**src/rtl/dual_radix_pkg.sv**
```systemverilog
package dual_radix_pkg;

  typedef struct packed {
    logic capture;    // load result registers this edge
    logic bcdMode;    // radix of current operands
    logic subMode;    // effective subtraction
    logic resultLive; // registered results are valid
  } addStrobe_t;

  // Digit post-correction: BCD digits that produced no carry lose the +6 bias.
  function automatic logic [3:0] fixDigit(input logic [3:0] raw, input logic carry,
                                          input logic bcd);
    return (bcd && !carry) ? raw - 4'd6 : raw;
  endfunction

  // Inverted digit: a biased BCD digit inverts to its nines' complement.
  function automatic logic [3:0] invDigit(input logic [3:0] raw, input logic carry,
                                          input logic bcd);
    logic [3:0] biased;
    biased = (bcd && carry) ? raw + 4'd6 : raw;
    return ~biased;
  endfunction

endpackage

```
**src/rtl/dual_radix_slice.sv**
```systemverilog
module dual_radix_slice (
  input  logic [3:0] aDigit,
  input  logic [3:0] bDigit,
  input  logic       bcdMode,
  input  logic       subMode,
  output logic [3:0] loZero,
  output logic [3:0] loOne,
  output logic       genOut,
  output logic       propOut
);
  logic [3:0] bPre;
  logic [4:0] wide;

  always_comb begin
    // Inverting a BCD digit already yields (9 - b) + 6, so subtraction needs no extra bias.
    if (subMode)      bPre = ~bDigit;
    else if (bcdMode) bPre = bDigit + 4'd6;
    else              bPre = bDigit;
    wide    = {1'b0, aDigit} + {1'b0, bPre};
    loZero  = wide[3:0];
    loOne   = wide[3:0] + 4'd1;
    genOut  = wide[4];
    propOut = (wide[3:0] == 4'hF);
  end
endmodule

```
**src/rtl/dual_radix_chain.sv**
```systemverilog
module dual_radix_chain #(
  parameter int DIGITS   = 8,
  parameter bit CARRY_IN = 1'b0
) (
  input  logic [DIGITS-1:0] gen,
  input  logic [DIGITS-1:0] prop,
  output logic [DIGITS:0]   carries
);
  always_comb begin
    carries[0] = CARRY_IN;
    for (int i = 0; i < DIGITS; i++) begin
      carries[i+1] = gen[i] | (prop[i] & carries[i]);
    end
  end
endmodule

```
**src/rtl/dual_radix_ctrl.sv**
```systemverilog
module dual_radix_ctrl
  import dual_radix_pkg::*;
(
  input  logic       clk,
  input  logic       rst_n,
  input  logic       inValid,
  input  logic       bcdMode,
  input  logic       subMode,
  output addStrobe_t strobe,
  output logic       resValid
);
  logic liveQ;

  always_ff @(posedge clk or negedge rst_n) begin
    if (!rst_n) liveQ <= 1'b0;
    else        liveQ <= inValid;
  end

  always_comb begin
    strobe.capture    = inValid;
    strobe.bcdMode    = bcdMode;
    strobe.subMode    = subMode;
    strobe.resultLive = liveQ;
  end

  assign resValid = liveQ;

  p_valid_follows_r2: assert property (@(posedge clk) disable iff (!rst_n)
    inValid |=> resValid);
  p_valid_drops_r2: assert property (@(posedge clk) disable iff (!rst_n)
    !inValid |=> !resValid);
endmodule

```
**src/rtl/dual_radix_datapath.sv**
```systemverilog
module dual_radix_datapath
  import dual_radix_pkg::*;
#(
  parameter int DIGITS = 8,
  localparam int WIDTH = 4 * DIGITS
) (
  input  logic             clk,
  input  logic             rst_n,
  input  addStrobe_t       strobe,
  input  logic [WIDTH-1:0] opA,
  input  logic [WIDTH-1:0] opB,
  output logic [WIDTH-1:0] sumZero,
  output logic [WIDTH-1:0] sumOne,
  output logic [WIDTH-1:0] sumInv,
  output logic             carryZero,
  output logic             carryOne,
  output logic             endCarry,
  output logic [WIDTH-1:0] absDiff
);
  logic [DIGITS-1:0] gen, prop;
  logic [3:0]        loZero [DIGITS];
  logic [3:0]        loOne  [DIGITS];
  logic [DIGITS:0]   chainZero, chainOne;
  logic [WIDTH-1:0]  hZero, hOne, hInv, pick;
  logic              eacNext;

  logic [WIDTH-1:0]  hZeroQ, hOneQ, hInvQ, pickQ;
  logic              cZeroQ, cOneQ, eacQ, bcdQ, subQ;

  for (genvar d = 0; d < DIGITS; d++) begin : g_slice
    dual_radix_slice u_slice (
      .aDigit (opA[4*d +: 4]),
      .bDigit (opB[4*d +: 4]),
      .bcdMode(strobe.bcdMode),
      .subMode(strobe.subMode),
      .loZero (loZero[d]),
      .loOne  (loOne[d]),
      .genOut (gen[d]),
      .propOut(prop[d])
    );
  end

  dual_radix_chain #(.DIGITS(DIGITS), .CARRY_IN(1'b0)) u_chain_zero (
    .gen(gen), .prop(prop), .carries(chainZero));
  dual_radix_chain #(.DIGITS(DIGITS), .CARRY_IN(1'b1)) u_chain_one (
    .gen(gen), .prop(prop), .carries(chainOne));

  for (genvar d = 0; d < DIGITS; d++) begin : g_select
    logic [3:0] rawZero, rawOne;
    always_comb begin
      rawZero = chainZero[d] ? loOne[d] : loZero[d];
      rawOne  = chainOne[d]  ? loOne[d] : loZero[d];
      hZero[4*d +: 4] = fixDigit(rawZero, chainZero[d+1], strobe.bcdMode);
      hOne[4*d +: 4]  = fixDigit(rawOne,  chainOne[d+1],  strobe.bcdMode);
      hInv[4*d +: 4]  = invDigit(rawZero, chainZero[d+1], strobe.bcdMode);
    end
  end

  always_comb begin
    eacNext = strobe.subMode & chainOne[DIGITS];
    if (!strobe.subMode) pick = hZero;
    else if (eacNext)    pick = hOne;
    else                 pick = hInv;
  end

  always_ff @(posedge clk or negedge rst_n) begin
    if (!rst_n) begin
      hZeroQ <= '0; hOneQ <= '0; hInvQ <= '0; pickQ <= '0;
      cZeroQ <= 1'b0; cOneQ <= 1'b0; eacQ <= 1'b0; bcdQ <= 1'b0; subQ <= 1'b0;
    end else if (strobe.capture) begin
      hZeroQ <= hZero;
      hOneQ  <= hOne;
      hInvQ  <= hInv;
      pickQ  <= pick;
      cZeroQ <= chainZero[DIGITS];
      cOneQ  <= chainOne[DIGITS];
      eacQ   <= eacNext;
      bcdQ   <= strobe.bcdMode;
      subQ   <= strobe.subMode;
    end
  end

  assign sumZero   = hZeroQ;
  assign sumOne    = hOneQ;
  assign sumInv    = hInvQ;
  assign carryZero = cZeroQ;
  assign carryOne  = cOneQ;
  assign endCarry  = eacQ;
  assign absDiff   = pickQ;

  // binary inverse relation between separately corrected registers
  p_inv_binary_r5: assert property (@(posedge clk) disable iff (!rst_n)
    (strobe.resultLive && !bcdQ) |-> (hInvQ == ~hZeroQ));

  for (genvar d = 0; d < DIGITS; d++) begin : g_nines_chk
    // each BCD digit pair sums to nine
    p_inv_nines_r5: assert property (@(posedge clk) disable iff (!rst_n)
      (strobe.resultLive && bcdQ) |->
        (({1'b0, hInvQ[4*d +: 4]} + {1'b0, hZeroQ[4*d +: 4]}) == 5'd9));
  end

  p_step_binary_r4: assert property (@(posedge clk) disable iff (!rst_n)
    (strobe.resultLive && !bcdQ) |-> (hOneQ == hZeroQ + 1'b1));

  p_abs_pick_inv_r8: assert property (@(posedge clk) disable iff (!rst_n)
    (strobe.resultLive && subQ && !eacQ) |-> (pickQ == hInvQ));

  p_add_no_eac_r10: assert property (@(posedge clk) disable iff (!rst_n)
    (strobe.resultLive && !subQ) |-> (!eacQ && pickQ == hZeroQ));

  p_hold_r11: assert property (@(posedge clk) disable iff (!rst_n)
    !strobe.capture |=> ($stable(hZeroQ) && $stable(pickQ) && $stable(cOneQ)));
endmodule

```
**src/rtl/dual_radix_adder.sv**
```systemverilog
module dual_radix_adder
  import dual_radix_pkg::*;
#(
  parameter int DIGITS = 8,
  localparam int WIDTH = 4 * DIGITS
) (
  input  logic             clk,
  input  logic             rst_n,
  input  logic             inValid,
  input  logic             bcdMode,
  input  logic             subMode,
  input  logic [WIDTH-1:0] opA,
  input  logic [WIDTH-1:0] opB,
  output logic             resValid,
  output logic [WIDTH-1:0] sumZero,
  output logic [WIDTH-1:0] sumOne,
  output logic [WIDTH-1:0] sumInv,
  output logic             carryZero,
  output logic             carryOne,
  output logic             endCarry,
  output logic [WIDTH-1:0] absDiff
);
  addStrobe_t strobe;

  dual_radix_ctrl u_ctrl (
    .clk(clk), .rst_n(rst_n), .inValid(inValid), .bcdMode(bcdMode),
    .subMode(subMode), .strobe(strobe), .resValid(resValid));

  dual_radix_datapath #(.DIGITS(DIGITS)) u_dp (
    .clk(clk), .rst_n(rst_n), .strobe(strobe), .opA(opA), .opB(opB),
    .sumZero(sumZero), .sumOne(sumOne), .sumInv(sumInv),
    .carryZero(carryZero), .carryOne(carryOne), .endCarry(endCarry),
    .absDiff(absDiff));
endmodule

```
**config.mk**
```make
export PLATFORM = sky130hd
export DESIGN_NAME = dual_radix_adder
export DESIGN_NICKNAME = d
export VERILOG_FILES = /design/src/rtl/dual_radix_pkg.sv /design/src/rtl/dual_radix_slice.sv /design/src/rtl/dual_radix_chain.sv /design/src/rtl/dual_radix_ctrl.sv /design/src/rtl/dual_radix_datapath.sv /design/src/rtl/dual_radix_adder.sv
export SDC_FILE = /design/constraint.sdc
export NUM_CORES = 1
export LEC_CHECK = 0
export BUFFER_PORTS_ARGS = -buffer_cell sky130_fd_sc_hd__clkbuf_2
export CAP_MARGIN = 20
export CORE_UTILIZATION = 50
export CTS_CLUSTER_SIZE = 24
export DETAILED_ROUTE_END_ITERATION = 10
export HOLD_SLACK_MARGIN = 0.1
export PLACE_DENSITY = 0.8
export SLEW_MARGIN = 20
export SYNTH_ARGS = -nofsm -noshare
export SYNTH_HDL_FRONTEND = slang
export SYNTH_SLANG_ARGS = --single-unit
```
**constraint.sdc**
```tcl
create_clock -name clk -period 1.2 [get_ports clk]
set_input_delay 0.12 -clock clk [delete_from_list [all_inputs] [get_ports clk]]
set_output_delay 0.12 -clock clk [all_outputs]
set_load 0.005 [all_outputs]
```
==> impl_metrics.ini, run 1 <==
[run_status]
status = stopped before the end
lastStage = 5_1_grt
run.stop_error = [ERROR GRT-0232] Routing congestion too high. Check the congestion heatmap in the GUI.

[die]
die-height_um = 145
initial_core_util_pct = 51.7
die_x_um = 145
ios = 201
rows = 51

[logic_synthesis]
yosys_most_used_dff = dfrtp_1
postSynthAreaPerCell_um2 = 8.97
ys_ff_latch = 131
ys_warn_count = 0
synth_edf_count = 0
syn_nets = 1286
ys_seq_area_share_pct = 32.2
synthArstFlopShare_pct = 100
syn_area_um2 = 10200
synth_cells = 1136
synthDistinctLibCells = 86

[cts]
cts_root_buffer = clkbuf_16
cts_inserted_buffers = 17
max-clock-path-buffers = 2
clkSinkCount = 131
h-tree-depth = 4

[placement]
place_area_um2 = 14000
dpl.hpwl_mm = 25.8
gp_congestion = 0.920
io_buffer_count = 200
place_inst = 1860

[grt]
track_usage_pct = 65.0
grt_max_degree = 89
gr-total-overflow = 10

[timing]
endpoint_type = sequential cell input
postGrtWorstEndpoint = u_dp.absDiff[31]$_DFFE_PN0P_/D
## through the flow
stage / util (%) / worst slack, ns / setup TNS [ns]
after floorplan: - / -3.22 / -294.95
after global placement: 71.1 / -3.24 / -318.94
after detailed placement: 71.1 / -3.42 / -335.57
after CTS: 81.5 / -2.69 / -250.24
## logic make-up after synthesis
| family | synth area share, % |
|---|---|
| xor gates and xnor gates | 12.7 |
| muxes | 9.15 |
| AOI/OAI and AO/OA | 16.8 |
| and+or+nand+nor | 13.2 |
| buffers and inverters | 5.49 |
| adders and majority gates | 10.5 |
| DFF | 32.2 |
## synth_stat cells (3+ instances only)
| cell | count | share of area (%) |
|---|---|---|
| a2111oi_0 | 3 | 0.26 |
| a2111oi_2 | 3 | 0.44 |
| a21o_1 | 15 | 1.1 |
| a21oi_1 | 74 | 3.6 |
| a22oi_1 | 3 | 0.22 |
| a31oi_1 | 7 | 0.43 |
| and2_1 | 8 | 0.49 |
| and3_1 | 11 | 0.68 |
| buf_1 | 6 | 0.22 |
| buf_2 | 6 | 0.29 |
| buf_4 | 3 | 0.22 |
| clkbuf_1 | 36 | 1.3 |
| dfrtp_1 | 131 | 32 |
| fa_1 | 8 | 1.6 |
| ha_1 | 73 | 9.0 |
| inv_1 | 85 | 3.1 |
| mux2_2 | 59 | 6.5 |
| mux2i_1 | 23 | 2.3 |
| nand2_1 | 90 | 3.3 |
| nand2b_1 | 8 | 0.49 |
| nand3_1 | 21 | 1.0 |
| nand4_1 | 5 | 0.31 |
| nor2_1 | 121 | 4.5 |
| nor2b_1 | 8 | 0.49 |
| nor3_1 | 11 | 0.54 |
| o2111ai_1 | 3 | 0.26 |
| o211ai_1 | 10 | 0.74 |
| o21a_1 | 10 | 0.74 |
| o21ai_0 | 61 | 3.0 |
| o21ai_1 | 9 | 0.44 |
| o221ai_1 | 3 | 0.26 |
| o22ai_1 | 9 | 0.55 |
| o2bb2ai_1 | 3 | 0.26 |
| or2_2 | 5 | 0.31 |
| or3_1 | 4 | 0.25 |
| xnor2_1 | 94 | 8.1 |
| xor2_1 | 47 | 4.0 |
## routing by layer
layer  global-route usage [%]  overflow
met2                     87.9         4
met3                     42.8         0
met4                     64.8         5
met1                     65.1         1
met5                     6.27         0
## what timing repair did
| item | in CTS |
|---|---|
| hold endpoints to repair | 132 |
| cloned | 1 |
| resized for setup | 250 |
| setup endpoints to repair | 127 |
| pin swaps | 77 |
| buffers inserted | 55 |
| hold buffers | 3 |
==> run 2: changes to the inputs <==
--- a/config.mk
+++ b/config.mk
@@ -7,11 +7,9 @@
 export LEC_CHECK = 0
 export BUFFER_PORTS_ARGS = -buffer_cell sky130_fd_sc_hd__clkbuf_2
 export CAP_MARGIN = 20
-export CORE_UTILIZATION = 50
-export CTS_CLUSTER_SIZE = 24
+export CORE_UTILIZATION = 35
 export DETAILED_ROUTE_END_ITERATION = 10
-export HOLD_SLACK_MARGIN = 0.1
-export PLACE_DENSITY = 0.8
+export PLACE_DENSITY_LB_ADDON = 0.15
 export SLEW_MARGIN = 20
 export SYNTH_ARGS = -nofsm -noshare
 export SYNTH_HDL_FRONTEND = slang
==> run 2 against run 1 <==
Synthesized cell count unchanged. The flow now finishes, with violations (setup timing). Synthesized area unchanged.
==> impl_metrics.ini, run 2 <==
[finish]
nets = 1864
mostFrequentLayoutCells = buf_4 (276), clkbuf_2 (196), dfrtp_1 (131)
diodes = 0
multi_input_area_um2 = 8830
area_growth_pct = 80.5
ff_latch_area_um2 = 3280
fillCellCount = 2272
layout-drive-gt1-share_pct = 59.6
layout_commonest_cell = buf_4
postLayoutCoreUtil_pct = 64.1

[route]
routed_wirelength_mm = 38.4
wire_per_inst_um = 18.2
dr.first_iter.drc_count = 458
viasPerCell = 5.00
drtPass1Iterations = 5
vias = 10555
drc = 0
ant_nets = 0

[logic_synthesis]
syn_area_um2 = 10200
synthDistinctLibCells = 86
yosysMostFrequentCell = dfrtp_1
synth_edf_count = 0
netlist_top_cells_area = dfrtp_1 (32%), ha_1 (9.0%), xnor2_1 (8.1%)
synth_cells = 1136
syn_nets = 1286
synth.top_cell.area_share_pct = 32.2
ys_seq_area_share_pct = 32.2
yosys.area.top_type = dfrtp_1
ys_ff_latch = 131
postSynthAreaPerCell_um2 = 8.97
synthArstFlopShare_pct = 100
ys_warn_count = 0
yosys_most_used_dff = dfrtp_1
synth_common_cells = dfrtp_1 (131), nor2_1 (121), xnor2_1 (94)

[cts]
cts_inserted_buffers = 17
clkSinkCount = 131
clock_latency_ns = 0.44
max-clock-path-buffers = 2
cts_tree = done
clk_pin_slew_ns = 0.06
cts_root_buffer = clkbuf_16
h-tree-depth = 4

[worst_hold_path]
hold_class = input port to flop
hold_path_depth = 4
hp-start = opA[0]
whs_endpoint = u_dp.absDiff[0]

[timing]
hold_violations = 0
holdWs_ns = 0.0797
slew_headroom_pct = 61.8
min_period_over_period_pct = 333
skew_ns = 0
maxSlewViolCount = 0
rsz0062_at_grt = true
setup_viol = 127
max_clock_freq_mhz = 250
fin_ws_ns = -2.80
fin_crit_ns = 4.00
worst_slew_pin_slew_ns = 0.573
finalSetupTns_ns = -259.27

[die]
ios = 201
die-height_um = 173
initial_core_util_pct = 35.5
rows = 62
die_x_um = 173
die_area_um2 = 29800
core_um2 = 28700

[critical_path]
critPathTopFamily = compound AO/OA/AOI/OAI gates
worstPathArrival_ns = 4.33
end_kind = flop
critPathMaxStageDelay_ns = 0.45
crit_buf_inv = 7
timing.rr.start = u_dp.absDiff[27]
worst-setup-path-type = input port to flop
reg2reg_depth = 2
rrSetupSlack_ns = 0.20
critical_path_depth = 25
required_ns = 1.53
cp_max_fo = 4
start_kind = input port
slowest_stage = fa_2
rr_endpoint = u_dp.absDiff[27]

[job]
drv_cap = 0

[placement]
io_buffer_count = 200
place_ws_ns = -3.31
dpl.hpwl_mm = 26.7
gp_congestion = 0.882

[power_and_ir_drop]
p_clk_share_pct = 15.8
p_leak_nw = 8.56
p_comb_share_pct = 63.3
p_int_mw = 21.0
pwr-share-seq_pct = 20.9
power.switching_mw = 13.2
switching_share_pct = 38.6
ir_drop_mv = 1.03
p_per_area_nw_per_um2 = 1860

[grt]
grt_pass1_vias = 10117
grt_max_degree = 41
track_usage_pct = 23.4
grt_pass1_wl_mm = 54.6
gr-total-overflow = 0
grt_antenna_before_repair = 0

[run_status]
status = finished with violations
violations = setup timing
run 2: cell counts after synthesis:
No cell type changed its count.
run 2: timing repair:
item | CTS | global route
gates resized for setup | 137 | 478
hold endpoints to repair | 132 | 0
buffers inserted | 22 | 78
endpoints found under the setup margin | 128 | 128
hold buffers | 2 | 0
gates cloned | 2 | 1
pin swaps | 45 | 175
run 2: how the worst max path moves through the flow:
| stage | from | endpoint | slack [ns] |
|---|---|---|---|
| final | subMode | u_dp.absDiff[31] | -2.80 |
| after global routing | subMode | u_dp.absDiff[31] | -3.03 |
| after CTS | subMode | u_dp.absDiff[31] | -2.81 |
| after detailed placement | subMode | u_dp.absDiff[31] | -3.31 |
| after global placement | subMode | u_dp.absDiff[31] | -3.19 |
| after floorplan | subMode | u_dp.absDiff[31] | -3.22 |
run 2: power groups by stage:
stage	combinational, mW	clock (mW)	sequential, mW
finish	21.7	5.41	7.15
global route	23.1	5.66	7.38
CTS	16.5	5.48	7.14
detailed placement	15.1	0	7.20
global placement	14.9	0	7.18
floorplan	7.60	0	7.22
run 2: routing by layer:
layer	global-route usage (%)	up-vias	share of wire, %
li1	-	5076	-
met1	29.9	5138	43
met3	3.19	80	3.5
met4	9.04	0	3.3
met2	39.9	261	51
met5	0	-	0
run 2: layout make-up:
type	count	area share [%]
Clock buffer	19	2.35
Clock inverter	13	0.823
Inverter	87	1.93
Multi-Input combinational cell	865	48.0
Sequential cell	131	17.8
Tap cell	384	2.61
Timing Repair Buffer	612	26.4
run 2: kinds of logic (layout without fill, tap and decap cells):
| group | after synthesis | count (layout) | synth area share (%) |
|---|---|---|---|
| simple gates | 302 | 302 | 13.2 |
| compound gates | 254 | 254 | 16.8 |
| xor+xnor | 144 | 144 | 12.7 |
| buf+inv | 140 | 731 | 5.49 |
| flops | 131 | 131 | 32.2 |
| mux | 84 | 84 | 9.15 |
| fa+ha+maj | 81 | 81 | 10.5 |
run 2: worst register-to-register path, delay by kind of cell, from the launching register on:
family | cells | cell delay, ns
compound gates | 2 | 0.49
flops | 1 | 0.40
run 2: stage by stage:
step                power (mW)  instance area [um^2]  std cells
floorplan                 14.8                 10500       1136
CTS                       29.1                 15800       2057
finish                    34.2                 18400       2111
detailed placement        22.3                 14300       1999
global placement          22.1                 14300       1999
global route              36.2                 18400       2111
(Power assumes the default switching activity.)
==> run 3: changes to the inputs <==
==> constraint.sdc (replaced) <==
create_clock -name clk -period 3.2 [get_ports clk]
set_input_delay 0.32 -clock clk [delete_from_list [all_inputs] [get_ports clk]]
set_output_delay 0.32 -clock clk [all_outputs]
set_load 0.005 [all_outputs]
==> run 3 against run 2 <==
The flow still finishes with violations (setup timing). Register-to-register slack better by 2.0 ns. Count of clock-buffer cells in the layout up 1. Final area down 6.2%. Critical endpoint is now u_dp.sumZero[31]. Largest cell class unchanged.
==> impl_metrics.ini, run 3 (synthesis results as in run 2) <==
[route]
wire_per_inst_um = 16.9
drc = 0
routed_wirelength_mm = 35.8
ant_nets = 0
viasPerCell = 4.88
vias = 10347
drtPass1Iterations = 5
dr.first_iter.drc_count = 542

[die]
die_x_um = 173
ios = 201
core_um2 = 28700
initial_core_util_pct = 35.5
die-height_um = 173
die_area_um2 = 29800
rows = 62

[timing]
min_period_over_period_pct = 132
rsz0062_at_grt = true
worst_slew_pin_slew_ns = 0.597
fin_crit_ns = 4.21
finalSetupTns_ns = -48.49
setup_viol = 102
max_clock_freq_mhz = 238
fin_ws_ns = -1.01
skew_ns = 0
maxSlewViolCount = 0
slew_headroom_pct = 60.2
hold_violations = 0
holdWs_ns = 0.193

[cts]
cts_tree = done
cts_inserted_buffers = 17
clock_latency_ns = 0.43
cts_root_buffer = clkbuf_16
max-clock-path-buffers = 2
clkSinkCount = 131
clk_pin_slew_ns = 0.06
h-tree-depth = 4

[critical_path]
rr_endpoint = u_dp.absDiff[27]
cp_max_fo = 5
worst-setup-path-type = input port to flop
required_ns = 3.50
setup.worst_path.end = u_dp.sumZero[31]
critPathLaunch = subMode
timing.rr.start = u_dp.absDiff[27]
reg2reg_depth = 2
worstPathArrival_ns = 4.51
rrSetupSlack_ns = 2.22
end_kind = flop
start_kind = input port

[finish]
mostFrequentLayoutCells = buf_4 (360), clkbuf_2 (197), dfrtp_1 (131)
fillCellCount = 2501
nets = 1874
diodes = 0
area_growth_pct = 69.3
layout-drive-gt1-share_pct = 55.6
layout_commonest_cell = buf_4
postLayoutCoreUtil_pct = 60.1

[placement]
place_ws_ns = -1.48
io_buffer_count = 200
gp_congestion = 0.899
dpl.hpwl_mm = 26.3

[run_status]
status = finished with violations
violations = setup timing

[grt]
grt_pass1_wl_mm = 56.5
track_usage_pct = 24.0
grt_antenna_before_repair = 0
grt_pass1_vias = 10488
gr-total-overflow = 0
grt_max_degree = 62

[power_and_ir_drop]
p_clk_share_pct = 16.7
pwr-share-seq_pct = 22.4
ir_drop_mv = 0.359
p_per_area_nw_per_um2 = 691
p_comb_share_pct = 60.8
switching_share_pct = 37.8
p_int_mw = 7.42
p_leak_nw = 8.23
power.switching_mw = 4.50

[worst_hold_path]
hold_class = input port to flop

[job]
drv_cap = 0
[run 3: critical path, stage by stage]
cell and delay (ns):
buf_8 0.10, buf_12 0.14, xor2_2 0.17, ha_2 0.21, inv_2 0.04, fa_2 0.45
inv_2 0.09, ha_4 0.15, inv_4 0.04, a2111oi_4 0.28, o21a_1 0.24, o21ai_4 0.08
a2111oi_4 0.40, o21ai_1 0.14, xor2_1 0.24, inv_1 0.11, ha_4 0.16, or3_4 0.36
nor2_2 0.10, mux2i_1 0.07, o2bb2ai_1 0.17, xor2_1 0.23, buf_4 0.15, a21oi_2 0.04
[run 3: worst min-delay path by stage]
stage	cells after the start	to	from	slack, ns
after global routing	1	u_ctrl.resValid	inValid	0.19
after global placement	1	u_dp.absDiff[10]	rst_n	0.35
final	1	u_ctrl.resValid	inValid	0.19
after detailed placement	1	u_dp.absDiff[10]	rst_n	0.35
after floorplan	0	u_ctrl.resValid	rst_n	0.02
after CTS	1	u_ctrl.resValid	inValid	0.17
[run 3: final cells by class]
type                    count  area [um^2]  area share [%]
well taps                 384          480            2.78
multi-input cells         865         8000            46.4
clock inverters            12          119           0.689
clock buffers              20          467            2.70
repair buffers            622         4580            26.5
inverters                  87          333            1.93
flip-flops and latches    131         3280            19.0
[run 3: power groups by stage]
stage / registers (mW) / logic [mW] / clock network (mW)
after floorplan: 2.71 / 2.85 / 0
after global placement: 2.69 / 5.57 / 0
after detailed placement: 2.70 / 5.62 / 0
after CTS: 2.68 / 6.42 / 2.04
after global routing: 2.76 / 7.84 / 2.10
final: 2.67 / 7.25 / 1.99
[run 3: metrics by stage]
| step | instances | instance area [um^2] | total power [mW] |
|---|---|---|---|
| after floorplan | 1136 | 10500 | 5.55 |
| after global placement | 1990 | 14200 | 8.27 |
| after detailed placement | 1990 | 14200 | 8.33 |
| after CTS | 2088 | 16200 | 11.1 |
| after global routing | 2121 | 17300 | 12.7 |
| final | 2121 | 17300 | 11.9 |
[run 3: routing by layer]
layer / up-vias / share of wire [%] / GRT usage, %
met4: 0 / 2.0 / 6.66
met2: 238 / 50 / 41.6
met1: 4982 / 45 / 31.2
met3: 44 / 3.1 / 3.03
met5: - / 0 / 0
li1: 5083 / - / -
[run 3: what timing repair did]
action                                  in CTS  in global routing
hold buffers                                 1                  0
endpoints found under the hold margin       55                  0
gates resized for setup                    168                182
endpoints found under the setup margin     103                113
cloned                                       2                  0
pin swaps                                   96                 91
setup buffers                               67                 44
